--- src/rtl/smb_mon_pkg.sv ---
`timescale 1ns/1ps
package smb_mon_pkg;
  localparam int CFG_W      = 8;
  localparam int B_EN       = 7;
  localparam int B_INH      = 6;
  localparam int B_BUSY     = 5;
  localparam int B_XHOLD    = 4;
  localparam int B_LOWTO    = 3;
  localparam int B_FREETO   = 2;
  localparam int SEL_W      = 2;
  localparam int NUM_TICKS  = 1 << SEL_W;
  localparam logic [CFG_W-1:0] BUSY_MASK = 8'h20;

  typedef struct packed {
    logic             en;
    logic             inh;
    logic             xhold;
    logic             low_to_en;
    logic             free_to_en;
    logic [SEL_W-1:0] sel;
  } mon_cfg_t;
endpackage

--- src/rtl/smb_line_sync.sv ---
`timescale 1ns/1ps
module smb_line_sync #(
  parameter int LINES  = 2,
  parameter int STAGES = 2
) (
  input  logic             clk,
  input  logic             rst_n,
  input  logic [LINES-1:0] d_async,
  output logic [LINES-1:0] d_sync
);
  for (genvar g = 0; g < LINES; g++) begin : g_line
    logic [STAGES-1:0] chain;
    always_ff @(posedge clk or negedge rst_n) begin
      if (!rst_n) chain <= '1;
      else        chain <= {chain[STAGES-2:0], d_async[g]};
    end
    assign d_sync[g] = chain[STAGES-1];
  end
endmodule

--- src/rtl/smb_cond_detect.sv ---
`timescale 1ns/1ps
module smb_cond_detect (
  input  logic clk,
  input  logic rst_n,
  input  logic en,
  input  logic sda,
  input  logic scl,
  output logic start_p,
  output logic stop_p,
  output logic both_high,
  output logic scl_low
);
  logic sda_d, scl_d;

  always_ff @(posedge clk or negedge rst_n) begin
    if (!rst_n) begin
      sda_d <= 1'b1;
      scl_d <= 1'b1;
    end else begin
      sda_d <= sda;
      scl_d <= scl;
    end
  end

  // Clock must be high on both sides of the data edge.
  logic scl_steady_high;
  assign scl_steady_high = scl & scl_d;
  assign start_p   = en & scl_steady_high &  sda_d & ~sda;
  assign stop_p    = en & scl_steady_high & ~sda_d &  sda;
  assign both_high = sda & scl;
  assign scl_low   = ~scl;
endmodule

--- src/rtl/smb_free_timer.sv ---
`timescale 1ns/1ps
module smb_free_timer #(
  parameter int FREE_TICKS = 10
) (
  input  logic clk,
  input  logic rst_n,
  input  logic run,
  input  logic both_high,
  input  logic tick,
  output logic free_p
);
  localparam int CW = $clog2(FREE_TICKS + 1) + 1;
  localparam logic [CW-1:0] LIMIT = CW'(FREE_TICKS);

  logic [CW-1:0] cnt;
  logic          free_q;

  always_ff @(posedge clk or negedge rst_n) begin
    if (!rst_n) begin
      cnt    <= '0;
      free_q <= 1'b0;
    end else if (!run || !both_high) begin
      cnt    <= '0;
      free_q <= 1'b0;
    end else begin
      free_q <= 1'b0;
      if (tick) begin
        if (cnt == LIMIT) free_q <= 1'b1;   // tick number LIMIT+1
        else              cnt    <= cnt + 1'b1;
      end
    end
  end

  assign free_p = free_q;
endmodule

--- src/rtl/smb_low_timer.sv ---
`timescale 1ns/1ps
module smb_low_timer #(
  parameter int LOW_LIMIT = 6250000
) (
  input  logic clk,
  input  logic rst_n,
  input  logic run,
  input  logic scl_low,
  output logic tmo_p
);
  localparam int LW = $clog2(LOW_LIMIT + 1) + 1;
  localparam logic [LW-1:0] LIMIT = LW'(LOW_LIMIT);
  localparam logic [LW-1:0] LAST  = LW'(LOW_LIMIT - 1);

  logic [LW-1:0] cnt;
  logic          tmo_q;
  logic          hold;

  assign hold = !run || !scl_low;

  always_ff @(posedge clk or negedge rst_n) begin
    if (!rst_n) begin
      cnt   <= '0;
      tmo_q <= 1'b0;
    end else begin
      tmo_q <= !hold && (cnt == LAST);
      if (hold)               cnt <= '0;
      else if (cnt != LIMIT)  cnt <= cnt + 1'b1;
    end
  end

  assign tmo_p = tmo_q;
endmodule

--- src/rtl/smbus_bus_monitor.sv ---
`timescale 1ns/1ps
module smbus_bus_monitor
  import smb_mon_pkg::*;
#(
  parameter int FREE_TICKS = 10,
  parameter int LOW_LIMIT  = 6250000
) (
  input  logic                 clk,
  input  logic                 rst_n,
  input  logic                 cfg_we,
  input  logic [CFG_W-1:0]     cfg_wdata,
  output logic [CFG_W-1:0]     cfg_rdata,
  input  logic                 sda_in,
  input  logic                 scl_in,
  input  logic [NUM_TICKS-1:0] tick_src,
  output logic                 bit_tick,
  output logic                 busy,
  output logic                 ext_hold,
  output logic                 tmo_irq,
  input  logic                 slave_evt,
  input  logic                 master_evt,
  output logic                 evt_irq
);
  logic [CFG_W-1:0] cfg_q;
  mon_cfg_t         cfg;

  always_ff @(posedge clk or negedge rst_n) begin
    if (!rst_n)      cfg_q <= '0;
    else if (cfg_we) cfg_q <= cfg_wdata & ~BUSY_MASK;
  end

  assign cfg.en         = cfg_q[B_EN];
  assign cfg.inh        = cfg_q[B_INH];
  assign cfg.xhold      = cfg_q[B_XHOLD];
  assign cfg.low_to_en  = cfg_q[B_LOWTO];
  assign cfg.free_to_en = cfg_q[B_FREETO];
  assign cfg.sel        = cfg_q[SEL_W-1:0];

  // Line synchronizers
  logic [1:0] lines_s;
  logic       sda_s, scl_s;

  smb_line_sync #(.LINES(2), .STAGES(2)) u_sync (
    .clk    (clk),
    .rst_n  (rst_n),
    .d_async({scl_in, sda_in}),
    .d_sync (lines_s)
  );
  assign sda_s = lines_s[0];
  assign scl_s = lines_s[1];

  // Start / stop detection
  logic start_p, stop_p, both_high, scl_low;

  smb_cond_detect u_det (
    .clk      (clk),
    .rst_n    (rst_n),
    .en       (cfg.en),
    .sda      (sda_s),
    .scl      (scl_s),
    .start_p  (start_p),
    .stop_p   (stop_p),
    .both_high(both_high),
    .scl_low  (scl_low)
  );

  // Tick selection
  logic sel_tick;
  assign sel_tick = tick_src[cfg.sel];
  assign bit_tick = cfg.en & sel_tick;

  // Idle-free timeout
  logic free_p;

  smb_free_timer #(.FREE_TICKS(FREE_TICKS)) u_free (
    .clk      (clk),
    .rst_n    (rst_n),
    .run      (cfg.en & cfg.free_to_en),
    .both_high(both_high),
    .tick     (sel_tick),
    .free_p   (free_p)
  );

  // Clock-low timeout
  logic tmo_p;

  smb_low_timer #(.LOW_LIMIT(LOW_LIMIT)) u_low (
    .clk    (clk),
    .rst_n  (rst_n),
    .run    (cfg.en & cfg.low_to_en),
    .scl_low(scl_low),
    .tmo_p  (tmo_p)
  );

  // Busy tracking
  logic busy_q;

  always_ff @(posedge clk or negedge rst_n) begin
    if (!rst_n)                busy_q <= 1'b0;
    else if (!cfg.en)          busy_q <= 1'b0;
    else if (start_p)          busy_q <= 1'b1;
    else if (stop_p || free_p) busy_q <= 1'b0;
  end

  assign busy     = busy_q & cfg.en;
  assign tmo_irq  = tmo_p & cfg.en;
  assign ext_hold = cfg.xhold;
  assign evt_irq  = master_evt | (slave_evt & ~cfg.inh);

  always_comb begin
    cfg_rdata         = cfg_q;
    cfg_rdata[B_BUSY] = busy;
  end
endmodule

--- config.mk ---
export PLATFORM = sky130hd
export DESIGN_NAME = smbus_bus_monitor
export DESIGN_NICKNAME = d
export VERILOG_FILES = /design/src/rtl/smb_mon_pkg.sv /design/src/rtl/smb_line_sync.sv /design/src/rtl/smb_cond_detect.sv /design/src/rtl/smb_free_timer.sv /design/src/rtl/smb_low_timer.sv /design/src/rtl/smbus_bus_monitor.sv
export SDC_FILE = /design/constraint.sdc
export NUM_CORES = 1
export LEC_CHECK = 0
export BUFFER_PORTS_ARGS = -buffer_cell sky130_fd_sc_hd__buf_2
export CAP_MARGIN = 20
export CORE_UTILIZATION = 55
export DETAILED_ROUTE_END_ITERATION = 10
export PLACE_DENSITY = 0.77
export RECOVER_POWER = 100
export SYNTH_ARGS = -nofsm -noshare
export SYNTH_HDL_FRONTEND = slang
export SYNTH_SLANG_ARGS = --single-unit
--- constraint.sdc ---
create_clock -name clk -period 2.3 [get_ports clk]
set_input_delay 0.46 -clock clk [delete_from_list [all_inputs] [get_ports clk]]
set_output_delay 0.46 -clock clk [all_outputs]
set_load 0.005 [all_outputs]
# Word-level counts from Yosys, hierarchy flattened
# Index checks and enable logic that the tools add are counted.
# word_totals
reg_bits	45
out_inout_bits	13
# op_classes
addsub	2
n_lt_le_gt_ge	1
eq_ne	5
muxes	13
bitwise	17
n_reduce_logical	11
# op_table
op	n
24-bit 2-to-1 mux	2
24-bit by 1-bit adder with 24-bit output, second input constant	1
24-bit by 23-bit equality test with 1-bit output, second input constant	1
24-bit by 23-bit inequality test with 1-bit output, second input constant	1
5-bit 2-to-1 mux	3
1-bit bitwise AND	13
1-bit 2-to-1 mux	7
5-bit by 1-bit adder with 5-bit output, second input constant	1
5-bit by 4-bit equality test with 1-bit output, second input constant	1
1-bit zero test	4
2-bit nonzero test	2
1-bit logical OR	3
2-bit by 3-bit less-than comparator with 1-bit output, second input constant	1
3-bit by 1-bit inequality test with 1-bit output, second input constant	1
1-bit NOT	3
1-bit binary-select mux with 2-bit select	1
2-bit by 1-bit inequality test with 1-bit output, second input constant	1
2-bit AND reduction	1
1-bit logical AND	1
1-bit OR	1

# Longest topological paths before layout
# logic_depth
word_depth	8
depth_mapped	7
mapped_depth_nobuf	7

# Hierarchy
# A second synthesis with hierarchy kept.
# hier_totals
cells_unflattened	221
hier_area_um2	2288.4
# by_module_without_submodules
module	instances	cells_each	area_per_inst_um2	seq_area_each_um2
smb_low_timer	1	152	1392.6	625.6
smbus_bus_monitor	1	29	376.6	200.2
smb_free_timer	1	27	300.3	150.1
smb_line_sync	1	6	120.1	105.1
smb_cond_detect	1	7	98.8	52.6

# Worst setup path after synthesis
# OpenSTA, ideal clock, no wires.
# synth_path
path_kind	register -> register
start	register u_low.cnt[15]
end	register u_low.cnt[17]
arrival_time_ns	1.517
t_required_ns	2.172
setup_slack_ns	0.656
path_stages_with_launch	5
n_path_buf	0
cell_sequence	dfrtp_1 -> nor4b_1 -> nand4_2 -> nand4_1 -> mux2_1
# synth_between
elab_chain_cells	3
word_cells_on_any_way	5
# synth_lines
element	line	source
start, declared	smb_low_timer.sv:15	logic [LW-1:0] cnt;
start signal, assigned	smb_low_timer.sv:28	else if (cnt != LIMIT) cnt <= cnt + 1'b1;
24-bit by 1-bit adder with 24-bit output	smb_low_timer.sv:28	
24-bit 2-to-1 mux	smb_low_timer.sv:28	
24-bit 2-to-1 mux	smb_low_timer.sv:27	if (hold) cnt <= '0;
# Parallel ways exist; a longest one is shown, timed or not. The select of a mux whose other input is x is not followed.
# A chain may end at the register's enable or synchronous reset.

# Worst setup path in the final report
# layout_path
start	register cfg_q[0]
end	output bit_tick
# layout_between
elab_chain_cells	3
# layout_lines
element	line	source
start, declared	smbus_bus_monitor.sv:24	logic [CFG_W-1:0] cfg_q;
start signal, assigned	smbus_bus_monitor.sv:29	else if (cfg_we) cfg_q <= cfg_wdata & ~BUSY_MASK;
1-bit binary-select mux with 2-bit select	smbus_bus_monitor.sv:69	assign sel_tick = tick_src[cfg.sel];
1-bit 2-to-1 mux (not written as such)	smbus_bus_monitor.sv:69	
1-bit bitwise AND	smbus_bus_monitor.sv:70	assign bit_tick = cfg.en & sel_tick;
end, declared	smbus_bus_monitor.sv:16	output logic bit_tick,
# Every way passes these cells. The select of a mux whose other input is x is not followed.

==> impl_metrics.json <==
{
  "status": "complete, no violations",
  "synth_area_leader_cell": "dfrtp_1",
  "layout-drive-gt1-share": 0.2179,
  "ctsHoldBuffers": 0,
  "async_flop_share": 1.000,
  "io_pins": 32,
  "yosys-top-cells-area": "dfrtp_1 (45%), dfstp_2 (7.3%), xor2_1 (5.7%)",
  "overflow": 0,
  "place_area_um2": 2344,
  "syn_inst": 202,
  "dp.final_hpwl_um": 2589,
  "fill_cells": 314,
  "start_util": 0.5822,
  "grt_antenna_before_repair": 0,
  "synthTopCellsByCount": "dfrtp_1 (39), nor2_1 (29), xor2_1 (14), nand3_1 (12), inv_1 (10)",
  "fin_crit_ns": 1.999,
  "crit_path_end_kind": "output pin",
  "clock_path_buffers": 2,
  "max_slew_margin": 0.2892,
  "area_growth_pct": 11.80,
  "rsz0062_at_grt": "false",
  "cts_buffers": 5,
  "worstPathArrival_ns": 1.54,
  "place.gp.congestion": 0.7702,
  "ys_types": 38,
  "wl_um": 3570,
  "fin_area_um2": 2419,
  "post_drt_wl_per_cell_um": 12.66,
  "skew_ns": 0.007633,
  "synth_top_area_share": 0.4511,
  "syn_nets": 225,
  "max_freq_mhz": 500.3,
  "layout.area.seq_um2": 1134,
  "post-synth-top-count-cell": "dfrtp_1",
  "critPathLaunchType": "register",
  "maxCapViolations": 0,
  "die_h_um": 64.72,
  "ctsHtreeMaxLevel": 2,
  "ant_nets": 0,
  "ys_seq_area_frac": 0.5240,
  "placedCellCount": 274,
  "vias_per_cell": 5.280,
  "p_leak_nw": 1.080,
  "drtPass1Iterations": 4,
  "grt_start_max_net_pins": 46,
  "dieArea_um2": 4188,
  "synth_ff_type": "dfrtp_1",
  "synth-warning-count": 0,
  "critical_path.slowest_cell": "mux4_2",
  "grt_usage": 0.2057,
  "numPortBuffers": 30,
  "hold_class": "in2reg",
  "worstMarginPinSlew_ns": 1.066,
  "layout.cells.non_filler": 282,
  "finish.utilization": 0.6508,
  "rows": 22,
  "drtIter0Drc": 92,
  "cts_root_buf": "clkbuf_8",
  "die_x_um": 64.72,
  "synth-seq-cells": 45,
  "powerDensity_nw_per_um2": 606.5,
  "cts_tree": "built",
  "place_ws_ns": 0.3784,
  "multi_input_area_um2": 937.1,
  "crit_type": "reg2out",
  "path_clk_slew_ns": 0.09,
  "grt_pass1_vias": 1452,
  "vias": 1489,
  "synth_edf_count": 0,
  "final-hold-violation-count": 0,
  "postCtsSetupBuffers": 0,
  "cts.sinks": 45,
  "setup_ws_ns": 0.3011,
  "critical_path_required_ns": 1.84,
  "grt_pass1_wl_um": 6423,
  "path_cells": "mux4_2 > and2_1 > buf_2",
  "coreArea_um2": 3716,
  "crit_fanout": 4,
  "ctsResizeCount": 0,
  "tns_ns": 0,
  "ir_drop_mv": 0.4988,
  "syn_area_um2": 2163,
  "finalPower_mw": 1.467,
  "syn_area_per_cell_um2": 10.71,
  "final_nets": 256,
  "insertedDiodeCount": 0,
  "fin_crit_sh": 0.8691,
  "fin_hold_ws_ns": 0.2460,
  "drc": 0,
  "slew_viol_final": 0,
  "final-setup-viol-count": 0,
  "clock_latency_ns": 0.30,
  "crit_path_max_incr_delay_ns": 0.55
}
==> cells in the final DEF (no fill, tap or decap), types with 2 or more instances in the layout <==
cell and n:
a21o_1 2, a21oi_1 6, and2_0 2, and2_1 3, and3_1 6, and4_1 3
buf_2 24, clkbuf_1 6, clkbuf_2 2, clkbuf_8 5, dfrtp_1 39, dfstp_1 2
dfstp_2 4, ha_1 4, inv_1 10, inv_6 2, mux2_1 2, mux2_2 6
nand2_1 9, nand3_1 12, nand3_2 2, nand3b_1 2, nand4_1 6, nor2_1 29
nor3_1 2, nor4_1 2, o21ai_0 6, or3_1 3, xnor2_1 6, xor2_1 14
==> final cells by class <==
cell class                      count  share of cell area
Clock buffer                        5             0.02845
Tap cell                           48             0.02483
Clock inverter                      3             0.01190
Inverter                           10             0.01552
Timing Repair Buffer               32             0.06311
Sequential cell                    45              0.4687
Multi-Input combinational cell    139              0.3875
==> power breakdown <==
part | switching [mW] | internal (mW)
sequential | 0.0180 | 0.815
combinational | 0.0549 | 0.0475
clock | 0.302 | 0.229
==> final timing paths <==
check | from | end | slack, ns | cells after the start
min in group asynchronous | rst_n | u_low.cnt[8]$_DFFE_PN0P_ | 0.43 | 2
worst min-delay path | scl_in | u_sync.g_line[1].chain[0]$_DFF_PN1_ | 0.25 | 1
worst max register to register | u_low.cnt[15]$_DFFE_PN0P_ | u_low.cnt[17]$_DFFE_PN0P_ | 0.36 | 4
max in group asynchronous | rst_n | u_free.free_p$_DFF_PN0_ | 1.23 | 2
worst max-delay path | cfg_q[0]$_DFFE_PN0P_ | bit_tick | 0.30 | 3
worst min register to register | u_sync.g_line[0].chain[0]$_DFF_PN1_ | u_sync.g_line[0].chain[1]$_DFF_PN1_ | 0.37 | 0
==> sequential cells by signal, indices dropped and copies added (netlist names) <==
register / flops
u_low.cnt: 24
cfg_q: 7
u_free.cnt: 5
u_sync.g_line.chain: 4
busy_q: 1
u_det.scl_d: 1
u_det.sda_d: 1
u_free.free_p: 1
u_low.tmo_p: 1
==> routing by layer <==
layer	track usage	routed length, um
met3	0.05458	97
met5	0	0
met4	0.1083	63
met2	0.3086	1697
met1	0.2719	1712
==> cells by family (layout without fill, tap and decap cells) <==
logic type / Yosys count / after routing / share of synthesized area
adders and majority gates: 4 / 4 / 0.02314
AOI/OAI and AO/OA: 15 / 15 / 0.03875
xor gates and xnor gates: 20 / 20 / 0.08097
and+or+nand+nor: 90 / 90 / 0.2366
buffers and inverters: 18 / 50 / 0.03817
DFF: 45 / 45 / 0.5240
muxes: 10 / 10 / 0.05841
==> critical path: cells and delay by family, from the launching register on <==
kind	cells	cell delay, ns
muxes	1	0.55
and+or+nand+nor	1	0.17
DFF	1	0.40
buffers and inverters	1	0.12
Power figures use the tool's default switching activity.
